$ cat config.mk
export PLATFORM = sky130hd
export DESIGN_NAME = gcd_mmio_periph
export DESIGN_NICKNAME = d
export VERILOG_FILES = /design/src/rtl/gcd_mmio_pkg.sv /design/src/rtl/gcd_sub_engine.sv /design/src/rtl/gcd_result_slot.sv /design/src/rtl/gcd_bus_decode.sv /design/src/rtl/gcd_mmio_periph.sv
export SDC_FILE = /design/constraint.sdc
export NUM_CORES = 1
export LEC_CHECK = 0
export BUFFER_PORTS_ARGS = -buffer_cell sky130_fd_sc_hd__buf_2
export CAP_MARGIN = 10
export CORE_MARGIN = 5
export CORE_UTILIZATION = 53
export DETAILED_ROUTE_END_ITERATION = 6
export PLACE_DENSITY_LB_ADDON = 0.12
export SYNTH_ARGS = -nofsm -noshare
export SYNTH_HDL_FRONTEND = slang
export SYNTH_SLANG_ARGS = --single-unit
$ cat constraint.sdc
create_clock -name clk -period 2.6 [get_ports clk]
set_input_delay 0.26 -clock clk [delete_from_list [all_inputs] [get_ports clk]]
set_output_delay 0.26 -clock clk [all_outputs]
set_load 0.02 [all_outputs]
$ cat src/rtl/gcd_mmio_pkg.sv
package gcd_mmio_pkg;
  // word index in req_addr[3:2]
  localparam logic [1:0] WORD_STATUS = 2'd0;
  localparam logic [1:0] WORD_OPA    = 2'd1;
  localparam logic [1:0] WORD_OPB    = 2'd2;
  localparam logic [1:0] WORD_RESULT = 2'd3;

  typedef enum logic [1:0] {
    ENG_IDLE = 2'd0,
    ENG_RUN  = 2'd1,
    ENG_DONE = 2'd2
  } eng_state_t;
endpackage

$ cat src/rtl/gcd_sub_engine.sv
module gcd_sub_engine
  import gcd_mmio_pkg::*;
#(
  parameter int OP_W = 16
) (
  input  logic            clk,
  input  logic            rst_n,
  input  logic            in_valid,
  output logic            in_ready,
  input  logic [OP_W-1:0] in_a,
  input  logic [OP_W-1:0] in_b,
  output logic            out_valid,
  input  logic            out_ready,
  output logic [OP_W-1:0] out_val,
  output logic            busy
);
  eng_state_t      state_q;
  logic [OP_W-1:0] a_q, b_q, res_q;

  always_ff @(posedge clk or negedge rst_n) begin
    if (!rst_n) begin
      state_q <= ENG_IDLE;
      a_q     <= '0;
      b_q     <= '0;
      res_q   <= '0;
    end else begin
      case (state_q)
        ENG_IDLE: if (in_valid) begin
          a_q     <= in_a;
          b_q     <= in_b;
          state_q <= ENG_RUN;
        end
        ENG_RUN: begin
          if (a_q == '0) begin
            res_q   <= b_q;
            state_q <= ENG_DONE;
          end else if (b_q == '0) begin
            res_q   <= a_q;
            state_q <= ENG_DONE;
          end else if (a_q >= b_q) begin
            a_q <= a_q - b_q;
          end else begin
            b_q <= b_q - a_q;
          end
        end
        ENG_DONE: if (out_ready) state_q <= ENG_IDLE;
        default: state_q <= ENG_IDLE;
      endcase
    end
  end

  assign in_ready  = (state_q == ENG_IDLE);
  assign out_valid = (state_q == ENG_DONE);
  assign busy      = (state_q == ENG_RUN);
  assign out_val   = res_q;
endmodule

$ cat src/rtl/gcd_result_slot.sv
module gcd_result_slot #(
  parameter int OP_W = 16
) (
  input  logic            clk,
  input  logic            rst_n,
  input  logic            fill_valid,
  output logic            fill_ready,
  input  logic [OP_W-1:0] fill_data,
  input  logic            drain,
  output logic            full,
  output logic [OP_W-1:0] held
);
  logic            full_q;
  logic [OP_W-1:0] held_q;

  assign fill_ready = !full_q || drain;

  always_ff @(posedge clk or negedge rst_n) begin
    if (!rst_n) begin
      full_q <= 1'b0;
      held_q <= '0;
    end else if (fill_valid && fill_ready) begin
      full_q <= 1'b1;
      held_q <= fill_data;
    end else if (drain) begin
      full_q <= 1'b0;
    end
  end

  assign full = full_q;
  assign held = held_q;
endmodule

$ cat src/rtl/gcd_bus_decode.sv
module gcd_bus_decode
  import gcd_mmio_pkg::*;
#(
  parameter int              DATA_W    = 32,
  parameter int              OP_W      = 16,
  parameter int              ADDR_W    = 16,
  parameter logic [ADDR_W-1:0] BASE_ADDR = 16'h2000
) (
  input  logic              clk,
  input  logic              rst_n,
  input  logic              req_valid,
  output logic              req_ready,
  input  logic              req_write,
  input  logic [ADDR_W-1:0] req_addr,
  input  logic [DATA_W-1:0] req_wdata,
  output logic              rsp_valid,
  output logic [DATA_W-1:0] rsp_data,
  output logic              eng_in_valid,
  input  logic              eng_in_ready,
  output logic [OP_W-1:0]   eng_a,
  output logic [OP_W-1:0]   eng_b,
  input  logic              slot_full,
  input  logic [OP_W-1:0]   slot_held,
  output logic              slot_drain
);
  localparam int PAD_W = DATA_W - OP_W;

  logic              hit, opb_wr, accept, rd_acc;
  logic [1:0]        word;
  logic [OP_W-1:0]   opa_q;
  logic [DATA_W-1:0] result_ext, rd_mux, rsp_data_q;
  logic              rsp_valid_q;

  assign hit    = (req_addr[ADDR_W-1:4] == BASE_ADDR[ADDR_W-1:4]);
  assign word   = req_addr[3:2];
  assign opb_wr = req_valid && req_write && hit && (word == WORD_OPB);

  assign req_ready    = !opb_wr || eng_in_ready;
  assign accept       = req_valid && req_ready;
  assign rd_acc       = accept && !req_write;
  assign eng_in_valid = opb_wr;
  assign eng_a        = opa_q;
  assign eng_b        = req_wdata[OP_W-1:0];
  assign slot_drain   = rd_acc && hit && (word == WORD_RESULT) && slot_full;

  generate
    if (PAD_W > 0) begin : g_pad
      assign result_ext = {{PAD_W{1'b0}}, slot_held};
    end else begin : g_nopad
      assign result_ext = slot_held;
    end
  endgenerate

  always_comb begin
    rd_mux = '0;
    if (hit) begin
      case (word)
        WORD_STATUS: rd_mux = {{(DATA_W-2){1'b0}}, slot_full, eng_in_ready};
        WORD_RESULT: rd_mux = result_ext;
        default:     rd_mux = '0;
      endcase
    end
  end

  always_ff @(posedge clk or negedge rst_n) begin
    if (!rst_n) begin
      opa_q       <= '0;
      rsp_valid_q <= 1'b0;
      rsp_data_q  <= '0;
    end else begin
      if (accept && req_write && hit && (word == WORD_OPA))
        opa_q <= req_wdata[OP_W-1:0];
      rsp_valid_q <= rd_acc;
      if (rd_acc) rsp_data_q <= rd_mux;
    end
  end

  assign rsp_valid = rsp_valid_q;
  assign rsp_data  = rsp_data_q;
endmodule

$ cat src/rtl/gcd_mmio_periph.sv
module gcd_mmio_periph #(
  parameter int                DATA_W    = 32,
  parameter int                OP_W      = 16,
  parameter int                ADDR_W    = 16,
  parameter logic [ADDR_W-1:0] BASE_ADDR = 16'h2000
) (
  input  logic              clk,
  input  logic              rst_n,
  input  logic              req_valid,
  output logic              req_ready,
  input  logic              req_write,
  input  logic [ADDR_W-1:0] req_addr,
  input  logic [DATA_W-1:0] req_wdata,
  output logic              rsp_valid,
  output logic [DATA_W-1:0] rsp_data,
  output logic              engine_busy
);
  logic            eng_in_valid, eng_in_ready, eng_out_valid, slot_ready;
  logic [OP_W-1:0] eng_a, eng_b, eng_res, slot_held;
  logic            slot_full, slot_drain;

  gcd_bus_decode #(
    .DATA_W(DATA_W), .OP_W(OP_W), .ADDR_W(ADDR_W), .BASE_ADDR(BASE_ADDR)
  ) u_decode (
    .clk(clk), .rst_n(rst_n),
    .req_valid(req_valid), .req_ready(req_ready), .req_write(req_write),
    .req_addr(req_addr), .req_wdata(req_wdata),
    .rsp_valid(rsp_valid), .rsp_data(rsp_data),
    .eng_in_valid(eng_in_valid), .eng_in_ready(eng_in_ready),
    .eng_a(eng_a), .eng_b(eng_b),
    .slot_full(slot_full), .slot_held(slot_held), .slot_drain(slot_drain)
  );

  gcd_sub_engine #(.OP_W(OP_W)) u_engine (
    .clk(clk), .rst_n(rst_n),
    .in_valid(eng_in_valid), .in_ready(eng_in_ready),
    .in_a(eng_a), .in_b(eng_b),
    .out_valid(eng_out_valid), .out_ready(slot_ready), .out_val(eng_res),
    .busy(engine_busy)
  );

  gcd_result_slot #(.OP_W(OP_W)) u_slot (
    .clk(clk), .rst_n(rst_n),
    .fill_valid(eng_out_valid), .fill_ready(slot_ready), .fill_data(eng_res),
    .drain(slot_drain), .full(slot_full), .held(slot_held)
  );
endmodule

=== Word-level counts from Yosys, hierarchy flattened ===
Index checks and enable logic that the tools add are counted.

* Register bits: 116
* Latch bits: 0
* Bits in writable memories: 0
* ROM bits: 0
* Input port bits: 52
* Output and inout port bits: 35
* Word-level logic and storage cells: 74
* Memories kept: 0

* Add/sub/neg operators: 2
* Multiply operators: 0
* Div/mod/pow operators: 0
* Order comparisons: 1
* Equal/unequal tests: 13
* Shift-type cells: 0
* Multiplexer cells: 21
* Bitwise operators: 0
* Reductions and logical operators: 28

{| class="wikitable"
|+ Operators with widths
! cell !! number
|-
| $mux 16 || 11
|-
| $pmux 16 s2 || 3
|-
| $logic_not 16->1 || 2
|-
| $sub 16x16->16 || 2
|-
| $ge 16x16->1 || 1
|-
| $eq 12x10->1 const B || 1
|-
| $logic_and 1x1->1 || 12
|-
| $ne 2x2->1 const B || 5
|-
| $reduce_and 5->1 || 2
|-
| $mux 2 || 4
|-
| $eq 2x2->1 const B || 3
|-
| $pmux 2 s3 || 1
|-
| $reduce_bool 2->1 || 3
|-
| $eq 2x1->1 const B || 2
|-
| $logic_not 2->1 || 2
|-
| $logic_not 1->1 || 3
|-
| $ne 3x1->1 const B || 1
|-
| $reduce_and 3->1 || 1
|-
| $logic_or 1x1->1 || 2
|-
| $mux 1 || 2
|-
| $ne 2x1->1 const B || 1
|-
| $reduce_and 2->1 || 1
|}

=== Logic depth before layout (Yosys ltp) ===
Gate-level depths: netlist (run 1).

* Depth in word-level cells: 13
* Depth in mapped cells: 10
* Depth with buffers taken out: 9

=== Modules after synthesis ===
From an unflattened synthesis (run 1), not the netlist that was laid out.

* Cells, all modules: 664
* Area total of the unflattened synthesis: 6491.2 um2

{| class="wikitable"
|+ Modules (own cells, without submodules)
! module !! times used !! cells an instance !! area each (um2) !! seq. area each (um2)
|-
| gcd_sub_engine || 1 || 499 || 4102.7 || 1251.2
|-
| gcd_bus_decode || 1 || 128 || 1692.9 || 825.8
|-
| gcd_result_slot || 1 || 37 || 695.7 || 425.4
|}

=== Worst setup path after synthesis (run 1) ===
OpenSTA, ideal clock, no wires.

* Path type: register to register
* Start: register u_engine.b_q[5]
* End: register u_engine.a_q[10]
* Arrival time: 2445 ps
* Required time: 2475 ps
* Setup slack: 30 ps
* Stages on the path, launching flop included: 11
* Path buffers: 2
* Period minus slack after synthesis: 2570 ps
* Path through: dfrtp_1 > inv_1 > ha_1 > clkbuf_1 > a21oi_1 > o21ai_0 > o211ai_1 > o211ai_1 > o21ai_2 > buf_4 > mux2_2

* Word-level cells in the longest chain between the ends: 5
* Elaborated cells on any way between the ends: 10

{| class="wikitable"
|+ RTL lines
! item !! RTL line !! source
|-
| from (decl) || gcd_sub_engine.sv:18 || <nowiki>logic [OP_W-1:0] a_q, b_q, res_q;</nowiki>
|-
| from (signal assigned) || gcd_sub_engine.sv:30 || <nowiki>b_q <= in_b;</nowiki>
|-
| from (signal assigned) || gcd_sub_engine.sv:43 || <nowiki>b_q <= b_q - a_q;</nowiki>
|-
| $sub 16x16->16 || gcd_sub_engine.sv:41 || <nowiki>a_q <= a_q - b_q;</nowiki>
|-
| $mux 16 || gcd_sub_engine.sv:40 || <nowiki>end else if (a_q >= b_q) begin</nowiki>
|-
| $mux 16 || gcd_sub_engine.sv:37 || <nowiki>end else if (b_q == '0) begin</nowiki>
|-
| $mux 16 || gcd_sub_engine.sv:34 || <nowiki>if (a_q == '0) begin</nowiki>
|-
| $pmux 16 s2 || gcd_sub_engine.sv:27 || <nowiki>case (state_q)</nowiki>
|-
| to (signal assigned) || gcd_sub_engine.sv:29 || <nowiki>a_q <= in_a;</nowiki>
|-
| to (signal assigned) || gcd_sub_engine.sv:41 ||
|-
| to (decl) || gcd_sub_engine.sv:18 ||
|}

Several ways; a longest one is shown, not always the timed one. The select of a mux whose other input is x is not followed.
A chain may end at the register's enable or synchronous reset.

=== Worst setup path in the final report (run 1) ===
* Start: register u_engine.a_q[0]
* End: register u_engine.b_q[11]

* Word-level cells in the longest chain between the ends: 5
* Elaborated cells on any way between the ends: 10

{| class="wikitable"
|+ RTL lines
! item !! RTL line
|-
| $sub 16x16->16 || gcd_sub_engine.sv:43
|-
| $mux 16 || gcd_sub_engine.sv:40
|-
| $mux 16 || gcd_sub_engine.sv:37
|-
| $mux 16 || gcd_sub_engine.sv:34
|-
| $pmux 16 s2 || gcd_sub_engine.sv:27
|}

Several ways; a longest one is shown, not always the timed one. The select of a mux whose other input is x is not followed.

==> results of run 1 <==
-- logic make-up after synthesis --
logic type / after synthesis
xor gates and xnor gates: 8
other: 1
adders and majority gates: 37
AOI/OAI and AO/OA: 193
DFF: 100
buffers and inverters: 90
muxes: 64
and+or+nand+nor: 142
-- worst max-delay path, cell delays in order, from the launching register on --
cell and delay, ps:
dfrtp_1 380, inv_1 80, ha_2 200, fa_1 440, nand2b_4 160, a21oi_2 170
o211ai_1 120, o211ai_1 200, a21boi_4 130, buf_12 180, mux2_4 290
-- timing repair --
item / CTS / global route
endpoints found under the hold margin: 34 / 0
resized for setup: 0 / 13
hold buffers: 1 / 0
setup endpoints to repair: 0 / 28
setup buffers: 0 / 2
-- state kept, by name, indices dropped and copies added (netlist names) --
name	flops
u_decode.eng_a	16
u_slot.full	1
u_engine.state_q	2
u_engine.b_q	16
u_decode.rsp_data	16
u_engine.out_val	16
u_engine.a_q	16
u_slot.held	16
u_decode.rsp_valid	1
-- layout by cell type (no fill, tap or decap), types with 4 or more instances in the layout --
cell type and instances:
dfrtp_1 99, a21oi_1 68, buf_4 54, buf_2 51
mux2_2 50, nand2_1 47, inv_1 41, o21ai_0 39
nor2_1 36, ha_1 34, conb_1 16, a21o_1 14
a22o_1 14, clkbuf_16 10, nor4_1 9, nand4_1 8
nand3_1 7, o211ai_1 7, mux2i_1 7, o311ai_0 7
xnor2_1 7, nand2b_1 6, a21oi_2 6, mux2_4 6
nor3_1 4, a22oi_1 4, buf_12 4
-- metrics by stage --
| step | hold WS [ps] | instances |
|---|---|---|
| detailed placement | 262.2 | 851 |
| CTS | 123.1 | 868 |
| floorplan | -35.59 | 650 |
| global placement | 254.0 | 851 |
| finish | 137.6 | 871 |
| global route | 133.0 | 871 |
-- layer usage --
layer,global-route usage,vias to the layer above,share of wire
li1,-,2438,-
met1,0.3252,2458,0.46
met2,0.3695,146,0.47
met3,0.03940,34,0.043
met4,0.09964,0,0.026
met5,0,-,0
-- worst paths after layout --
kind	to	startpoint	depth (start not counted)	slack [ps]
worst max-delay path	u_engine.b_q[11]	u_engine.a_q[0]	10	130
worst min-delay path	u_decode.eng_a[11]	req_wdata[11]	2	140
worst max register to register	u_engine.b_q[11]	u_engine.a_q[0]	10	130
worst min register to register	u_decode.rsp_data[0]	u_decode.rsp_data[0]	2	480
max in group asynchronous	u_engine.b_q[6]	rst_n	3	1490
min in group asynchronous	u_decode.rsp_data[1]	rst_n	2	390
-- power by group through the flow --
stage,clock (mW),sequential [mW],combinational [mW]
after floorplan,0,1.60,0.0996
after global routing,1.54,1.57,0.205
after detailed placement,0,1.60,0.180
after global placement,0,1.60,0.176
after CTS,1.47,1.57,0.183
final,1.44,1.57,0.183
-- final cells by class --
type	count	share of cell area
timing repair buffer	111	0.1066
inverter	41	0.02115
multi-input combinational	460	0.4602
clock inverter	7	0.01238
sequential	100	0.3441
clock buffer	9	0.03095
tap	143	0.02459
==> results.env, run 1 <==
RESULT_OF_THE_RUN='completed'
NET-SWITCHING-POWER_mW=0.7871
TIGHTESTPINTRANSITION_PS=717.6
SLEW_HEADROOM=0.5216
VIA_COUNT=5076
FRACTION_OF_POWER_CONSUMED_BY_COMBINATIONAL_CELLS=0.058
PLACEABLECOREAREA_MM2=0.01142
INITIAL_ANTENNA_VIOLATION_COUNT=0
DESIGN_AREA_MM2=0.007276
POSTSYNTHREGISTERBITS=100
GLOBAL_ROUTE.USAGE.TOTAL=0.2362
YS_SEQ_AREA_FRAC=0.4059
WORST_HOLD_PATH_TYPE='input pin to flip-flop'
PLACE.DETAILED.HPWL_UM=11940
SYNTH_TOP_FLOP_CELL='dfrtp_1'
NUMBER_OF_FLOPS_MAPPED_TO_ENABLE_CELLS_BY_YOSYS=0
SYNTHADDERAREAFRAC=0.07753
DRCVIOLATIONCOUNT=0
FLOORPLAN.INITIALDENSITY=0.5399
POWER_DENSITY_mW_PER_MM2=437.7
POWER_REPORT.INTERNAL_TOTAL_mW=2.398
IR_DROP_uV=488.7
MAX_CLOCK_FREQ_MHz=404.3
SYNTH.AREA.MUX_SHARE=0.1191
SYN_AREA_PER_CELL_UM2=9.708
PATH_CLASS='flip-flop to flip-flop'
MAPPEDNETLISTAREA_MM2=0.006165
NETLIST.AREA_LEADER.SHARE=0.4059
YOSYSUNIQUECELLTYPES=65
MAXIMUM_NUMBER_OF_PINS_ON_ONE_NET_BEFORE_GLOBAL_ROUTE_REPAIR=67
ROUTE.DETAILED.VIAS_PER_INST=5.828
P_TOTAL_mW=3.185
CLOCK_LATENCY_PS=370
MAXCAPVIOLATIONS=0
SIMPLE_GATE_SHARE_OF_THE_SYNTHESIZED_AREA=0.1155
DP_SLACK_PS=21.61
CLKSINKCOUNT=100
CTS_MADE_BUFFERS=9
SYNTH_TOP_FAMILY_BY_AREA='compound AO/OA/AOI/OAI gates'
TRITONCTS='yes'
YOSYS-TOP-CELLS-AREA='dfrtp_1, mux2_2, ha_1, a21oi_1, o21ai_0'
FINAL_MAX_SLEW_VIOLS=0
GLOBAL_ROUTE_WIRE_LENGTH_BEFORE_REPAIR_UM=26420
CTS_HTREE_LEVELS=3
SWITCHING_SHARE=0.2471
FLOORPLAN.DIE.WIDTH_UM=117.9
WORSTPATHARRIVAL_PS=2720
MIN_PERIOD_PS=2474
ANTENNA_CELLS_INSERTED=0
POWER_FRAC_SEQ=0.492
NETS=812
FIN_CRIT_SH=0.9514
DRT-TOTAL-WL_UM=16200
PLACEMENTROWS=39
DR.PASS1.ITERS=6
AREA_ADDED_BETWEEN_SYNTHESIS_AND_FINISH_PCT=18.02
TIMING.CRITICAL_PATH.FANOUT_MAX=8
YS_ASYNC_RST_SHARE=1.000
CLOCK_POWER_SHARE=0.451
GLOBALROUTE.TOTALOVERFLOW=0
CP-END-KIND='flip-flop'
DIE_AREA_MM2=0.01389
FP.DIEH_UM=117.9
LKG_PWR_nW=3.617
FINCLKSKEW_PS=13.87
FIN_TNS_SETUP_PS=0
CLK_TRANSITION_REPORTED_PATHS_PS=80
ROUTABILITY_CONG=0.9300
CLOCK_TREE.BUFFER_DEPTH=2
LEADING_CELL_TYPES_BY_COUNT_AFTER_SYNTHESIS='dfrtp_1, a21oi_1, mux2_2, nand2_1, inv_1'
MULTI_INPUT_AREA_MM2=0.003348
FILLER_CELL_COUNT=998
DETAIL_ROUTE.WL_PER_CELL_UM=18.60
SYNTHMOSTINSTANTIATEDCELL='dfrtp_1'
ROUTE.ANTENNA.REMAINING_NETS=0
CRITICAL_PATH_REQUIRED_PS=2850
LAYOUT-DRIVE-GT1-SHARE=0.2843
DETAIL_ROUTE.ITER0.VIOLATIONS=506
FINAL_CORE_UTIL=0.6372
TIMING.FINAL.WS_SETUP_PS=126.4
NUMPORTBUFFERS=52
POST-SYNTH-TOP-AREA-CELL='dfrtp_1'
LAYOUT.AREA.SEQ_MM2=0.002504
SYNTH_COMPOUND_AREA_FRAC=0.2015
YOSYS_WARNINGS=0
SYNTH_CELLS=635
CTS_ROOT_BUF='clkbuf_16'
FIRST_GLOBAL_VIAS=5095
SYNTH_XOR_AREA_FRAC=0.01137
FINAL-SETUP-VIOL-COUNT=0
DPL-INSTANCE-AREA_MM2=0.006863
IOPINCOUNT=87
SETUP.WORST_PATH.START_CLASS='flip-flop'
FINALHOLDVIOLATIONS=0
Note: power is estimated with default switching activity, not from simulation.
==> run 2, diff against run 1 <==
BUFFER_PORTS_ARGS = -buffer_cell sky130_fd_sc_hd__buf_4   (was -buffer_cell sky130_fd_sc_hd__buf_2)
==> run 2 against run 1 <==
  * Via count up 2.9%
  * Sequential power about the same
  * Cell count up 3.4%
  * First-iteration DRC count down 18%
  * Largest power group unchanged
  * Worst setup slack worse by 24 ps
  * Critical path type unchanged
  * Combinational power up 14%
  * Core utilization up 2.8 points
  * Highest routed layer unchanged
  * Critical path depth unchanged
  * Hold slack worse by 1.0 ps
  * Register-to-register slack worse by 20 ps
  * Maximum frequency down 0.95%
  * Clock power down 8%
==> results.env, run 2 (synthesis results as in run 1) <==
FLOORPLAN.INITIALDENSITY=0.5399
DIE_AREA_MM2=0.01389
DR.PASS1.ITERS=6
TRITONCTS='yes'
FIRST_GLOBAL_VIAS=5257
GLOBAL_ROUTE.USAGE.TOTAL=0.2418
POWER_REPORT.INTERNAL_TOTAL_mW=2.311
CLOCK_LATENCY_PS=360
DP_SLACK_PS=-198.2
TIGHTESTPINTRANSITION_PS=718.8
ROUTABILITY_CONG=0.8892
MOSTFREQUENTLAYOUTCELL='buf_4'
FP.DIEH_UM=117.9
CLOCK_TREE.BUFFER_DEPTH=2
POWER_DENSITY_mW_PER_MM2=406.9
TIMING.CRITICAL_PATH.FANOUT_MAX=7
FINAL_CORE_UTIL=0.6651
PATH_CLASS='flip-flop to flip-flop'
WORST_HOLD_PATH_TYPE='input pin to flip-flop'
CTS_MADE_BUFFERS=9
FILLER_CELL_COUNT=960
RESULT_OF_THE_RUN='completed'
CLKSINKCOUNT=100
WORSTPATHARRIVAL_PS=2740
SETUP.WORST_PATH.START_CLASS='flip-flop'
CP-END-KIND='flip-flop'
PLACE.DETAILED.HPWL_UM=12500
DETAIL_ROUTE.ITER0.VIOLATIONS=415
ROUTE.DETAILED.VIAS_PER_INST=5.799
FLOORPLAN.DIE.WIDTH_UM=117.9
NUMPORTBUFFERS=52
IOPINCOUNT=87
CTS_HTREE_LEVELS=3
FIN_CRIT_SH=0.9605
AREA_ADDED_BETWEEN_SYNTHESIS_AND_FINISH_PCT=23.20
DESIGN_AREA_MM2=0.007595
NET-SWITCHING-POWER_mW=0.7792
P_TOTAL_mW=3.091
GRT_SETUP_UNREPAIRED='yes'
SWITCHING_SHARE=0.2521
GLOBALROUTE.TOTALOVERFLOW=0
IR_DROP_uV=491.5
FINALHOLDVIOLATIONS=0
MAXCAPVIOLATIONS=0
DETAIL_ROUTE.WL_PER_CELL_UM=18.38
SLEW_HEADROOM=0.5208
NETS=842
MAXIMUM_NUMBER_OF_PINS_ON_ONE_NET_BEFORE_GLOBAL_ROUTE_REPAIR=64
FIN_TNS_SETUP_PS=0
TIMING.FINAL.WS_SETUP_PS=102.8
MOST-COMMON-LAYOUT-CELLS='buf_4, dfrtp_1, a21oi_1, mux2_2, nand2_1'
MAX_CLOCK_FREQ_MHz=400.4
LAYOUT-DRIVE-GT1-SHARE=0.3061
MIN_PERIOD_PS=2497
ROUTE.ANTENNA.REMAINING_NETS=0
CRITICAL_PATH_REQUIRED_PS=2840
FINAL-SETUP-VIOL-COUNT=0
POWER_FRAC_SEQ=0.506
ANTENNA_CELLS_INSERTED=0
PLACEABLECOREAREA_MM2=0.01142
LKG_PWR_nW=3.778
DPL-INSTANCE-AREA_MM2=0.007216
VIA_COUNT=5225
CLK_TRANSITION_REPORTED_PATHS_PS=80
FRACTION_OF_POWER_CONSUMED_BY_COMBINATIONAL_CELLS=0.068
CLOCK_POWER_SHARE=0.426
DRCVIOLATIONCOUNT=0
PLACEMENTROWS=39
INITIAL_ANTENNA_VIOLATION_COUNT=0
FINCLKSKEW_PS=12.58
DRT-TOTAL-WL_UM=16560
FINAL_MAX_SLEW_VIOLS=0
CTS_ROOT_BUF='clkbuf_16'
GLOBAL_ROUTE_WIRE_LENGTH_BEFORE_REPAIR_UM=27010
[run 2: final cells by class]
type / count / area [um2] / share of cell area
flip-flops and latches: 100 / 2502 / 0.3295
well taps: 143 / 178.9 / 0.02356
multi-input cells: 460 / 3348 / 0.4409
inverters: 41 / 153.9 / 0.02026
repair buffers: 141 / 1127 / 0.1484
clock inverters: 7 / 58.81 / 0.007743
clock buffers: 9 / 225.2 / 0.02965
[run 2: worst max-delay path, cell delays in order, from the launching register on]
cell and delay [ps]:
dfrtp_1 350, inv_1 50, ha_1 310, buf_4 150, buf_4 150, a21oi_1 180
o21ai_0 210, o211ai_1 380, o311a_1 220, o21ai_0 120, mux2_4 270
[run 2: power groups by stage]
stage,registers [mW],logic (mW),clock network [mW]
global route,1.56,0.232,1.43
finish,1.56,0.209,1.32
global placement,1.59,0.200,0
floorplan,1.60,0.0996,0
CTS,1.56,0.209,1.35
detailed placement,1.60,0.206,0
[run 2: timing repair]
item                                    4_1_cts  5_1_grt
setup buffers                                 3        0
hold buffers                                  1        0
endpoints found under the setup margin       25       26
endpoints found under the hold margin        41        0
pin swaps                                     2        3
gates resized for setup                       1        9
[run 2: through the flow]
| stage | cells | hold slack, ps |
|---|---|---|
| after floorplan | 650 | -35.59 |
| after global placement | 881 | 293.0 |
| after detailed placement | 881 | 302.2 |
| after CTS | 901 | 126.6 |
| after global routing | 901 | 137.0 |
| final | 901 | 136.6 |
[run 2: metal layers]
layer / track usage / part of all wire / vias up
li1: - / - / 2483
met1: 0.3222 / 0.43 / 2533
met2: 0.3925 / 0.48 / 168
met3: 0.04085 / 0.057 / 41
met4: 0.09677 / 0.032 / 0
met5: 0 / 0 / -
[run 2: path summary, 6_finish.rpt]
path | from | endpoint | slack (ps) | cells after the start
worst max-delay path | u_engine.b_q[8] | u_engine.b_q[13] | 100 | 10
worst max register to register | u_engine.b_q[8] | u_engine.b_q[13] | 100 | 10
worst min register to register | u_decode.rsp_data[1] | u_decode.rsp_data[1] | 480 | 2
min in group asynchronous | rst_n | u_decode.rsp_data[1] | 440 | 2
max in group asynchronous | rst_n | u_slot.held[10] | 1440 | 3
worst min-delay path | req_wdata[11] | u_decode.eng_a[11] | 140 | 2
==> run 3, diff against run 2 <==
CORE_MARGIN = 2   (was 5)
==> run 3 against run 2 <==
  * Sequential share of layout area fell by 0.19 points
  * Sequential power is essentially flat
  * Hold slack got worse by 6.2 ps
  * Power rose by 4.9%
  * Largest cell class unchanged
==> results.env, run 3 (synthesis results as in run 1) <==
RESULT_OF_THE_RUN='completed'
SINK_OF_THE_WORST_HOLD_PATH='u_decode.eng_a[10]'
PLACE.DETAILED.HPWL_UM=12590
DIE_AREA_MM2=0.01251
NUMPORTBUFFERS=52
LAYOUT-DRIVE-GT1-SHARE=0.3103
SETUP.WORST_PATH.START_CLASS='flip-flop'
IR_DROP_uV=504.3
AREA_ADDED_BETWEEN_SYNTHESIS_AND_FINISH_PCT=23.99
MAXIMUM_NUMBER_OF_PINS_ON_ONE_NET_BEFORE_GLOBAL_ROUTE_REPAIR=63
PLACEABLECOREAREA_MM2=0.01137
LIBRARY_CELL_CONTRIBUTING_THE_LARGEST_SINGLE_DELAY_ON_THE_CRITICAL_PATH='dfrtp_1'
ROUTE.DETAILED.VIAS_PER_INST=5.813
MOSTFREQUENTLAYOUTCELL='buf_4'
DR.PASS1.ITERS=6
DRCVIOLATIONCOUNT=0
MIN_PERIOD_PS=2516
HOLDPATHSTAGES=2
PATH_CLASS='flip-flop to flip-flop'
GLOBAL_ROUTE_WIRE_LENGTH_BEFORE_REPAIR_UM=27710
NETS=851
CTS_HTREE_LEVELS=3
FIN_TNS_SETUP_PS=0
CRITICAL_PATH_BUF_INV_COUNT=3
P_TOTAL_mW=3.243
FIN_CRIT_SH=0.9675
DETAIL_ROUTE.ITER0.VIOLATIONS=547
PLACED_CELLS_INCL_TAPS=888
FINALHOLDVIOLATIONS=0
WORSTPATHARRIVAL_PS=2760
FLOORPLAN.DIE.WIDTH_UM=111.9
DETAIL_ROUTE.WL_PER_CELL_UM=18.53
IOPINCOUNT=87
TRITONCTS='yes'
FILLER_CELL_COUNT=916
CTS_MADE_BUFFERS=9
LAYOUTNONFILLERINSTCOUNT=910
TIGHTESTPINTRANSITION_PS=710.1
CTS_ROOT_BUF='clkbuf_16'
CLK_TRANSITION_REPORTED_PATHS_PS=80
POWER_DENSITY_mW_PER_MM2=424.3
WORST_HOLD_PATH_TYPE='input pin to flip-flop'
MAXCAPVIOLATIONS=0
FLOORPLAN.INITIALDENSITY=0.5422
TIMING.CRITICAL_PATH.FANOUT_MAX=4
INITIAL_ANTENNA_VIOLATION_COUNT=0
CLOCK_TREE.BUFFER_DEPTH=2
FINAL_MAX_SLEW_VIOLS=0
CLOCK_LATENCY_PS=370
ROUTE.ANTENNA.REMAINING_NETS=0
MAX_STAGE_DELAY_PS=350
ANTENNA_CELLS_INSERTED=0
FINCLKSKEW_PS=15.73
CRITPATHMOSTFREQUENTCELL='buf_4'
CRITICAL_PATH.REG2REG.STARTPOINT='u_engine.b_q[7]'
CRITICAL_PATH.TOP_DELAY_FAMILY='compound AO/OA/AOI/OAI gates'
FINAL_CORE_UTIL=0.6723
WORSTPATHCELLLIST='inv_1, ha_1, a211oi_1, o21bai_1, nand3_1, o211ai_1, buf_4, a21boi_4, buf_4, mux2_2'
GLOBALROUTE.TOTALOVERFLOW=0
TIMING.HOLD.WORST.START='req_wdata[10]'
DEPTH_OF_THE_MOST_CRITICAL_REG_TO_REG_PATH=10
ROUTABILITY_CONG=0.8736
FIRST_GLOBAL_VIAS=5283
DRT-TOTAL-WL_UM=16860
CRITICAL_PATH_REQUIRED_PS=2840
FP.DIEH_UM=111.9
RRSETUPSLACK_PS=80
PLACEMENTROWS=39
R2R_END='u_engine.b_q[5]'
FINAL-SETUP-VIOL-COUNT=0
SLEW_HEADROOM=0.5266
GLOBAL_ROUTE.USAGE.TOTAL=0.2827
MOST-COMMON-LAYOUT-CELLS='buf_4, dfrtp_1, a21oi_1, mux2_2, nand2_1'
WORST_HOLD_SLACK_PS=130.4
VIA_COUNT=5290
CLKSINKCOUNT=100
MAX_CLOCK_FREQ_MHz=397.5
CP-END-KIND='flip-flop'
LKG_PWR_nW=3.817
## run 3: what timing repair did
item / in CTS / in global routing
gates resized for setup: 1 / 9
hold buffers: 1 / 0
pin swaps: 1 / 3
buffers inserted: 4 / 1
endpoints found under the hold margin: 38 / 0
gates cloned: 0 / 0
setup endpoints to repair: 15 / 23
## run 3: final cells by class
cell class	count	area [um2]	area share
Timing Repair Buffer	150	1169	0.1529
Sequential cell	100	2504	0.3275
Inverter	41	153.9	0.02013
Multi-Input combinational cell	460	3321	0.4344
Clock buffer	11	232.7	0.03045
Tap cell	143	178.9	0.02341
Clock inverter	5	85.08	0.01113
## run 3: how the worst max path moves through the flow
stage,startpoint,endpoint,slack (ps),depth (start not counted)
2_1_floorplan,u_engine.b_q[5],u_engine.a_q[10],30,10
3_3_place_gp,req_addr[11],u_engine.b_q[4],-110,7
3_5_place_dp,req_addr[5],u_engine.b_q[5],-110,7
4_1_cts,u_engine.a_q[0],u_engine.a_q[6],8,11
5_1_grt,u_engine.a_q[0],u_engine.b_q[0],-30,12
6_report,u_engine.b_q[7],u_engine.b_q[5],80,10
## run 3: where the power goes
part           switching, mW  leakage, nW  internal (mW)
Clock                  0.618        0.150          0.850
Combinational          0.124         2.36         0.0854
Sequential           0.00408         1.31           1.56
Total                  0.747         3.82           2.50
## run 3: metal layers
metal  track usage  routed length [um]  vias up
met5             0                   0        -
met4        0.1193                 544        0
li1              -                   -     2502
met2        0.4453                7855      168
met3       0.04192                 777       40
met1        0.3921                7682     2580
## run 3: metrics by stage
step	setup WS (ps)	area [um2]
CTS	7.980	7605
global placement	-107.4	7243
global route	-32.07	7644
floorplan	30.42	6221
detailed placement	-111.8	7243
finish	84.44	7644
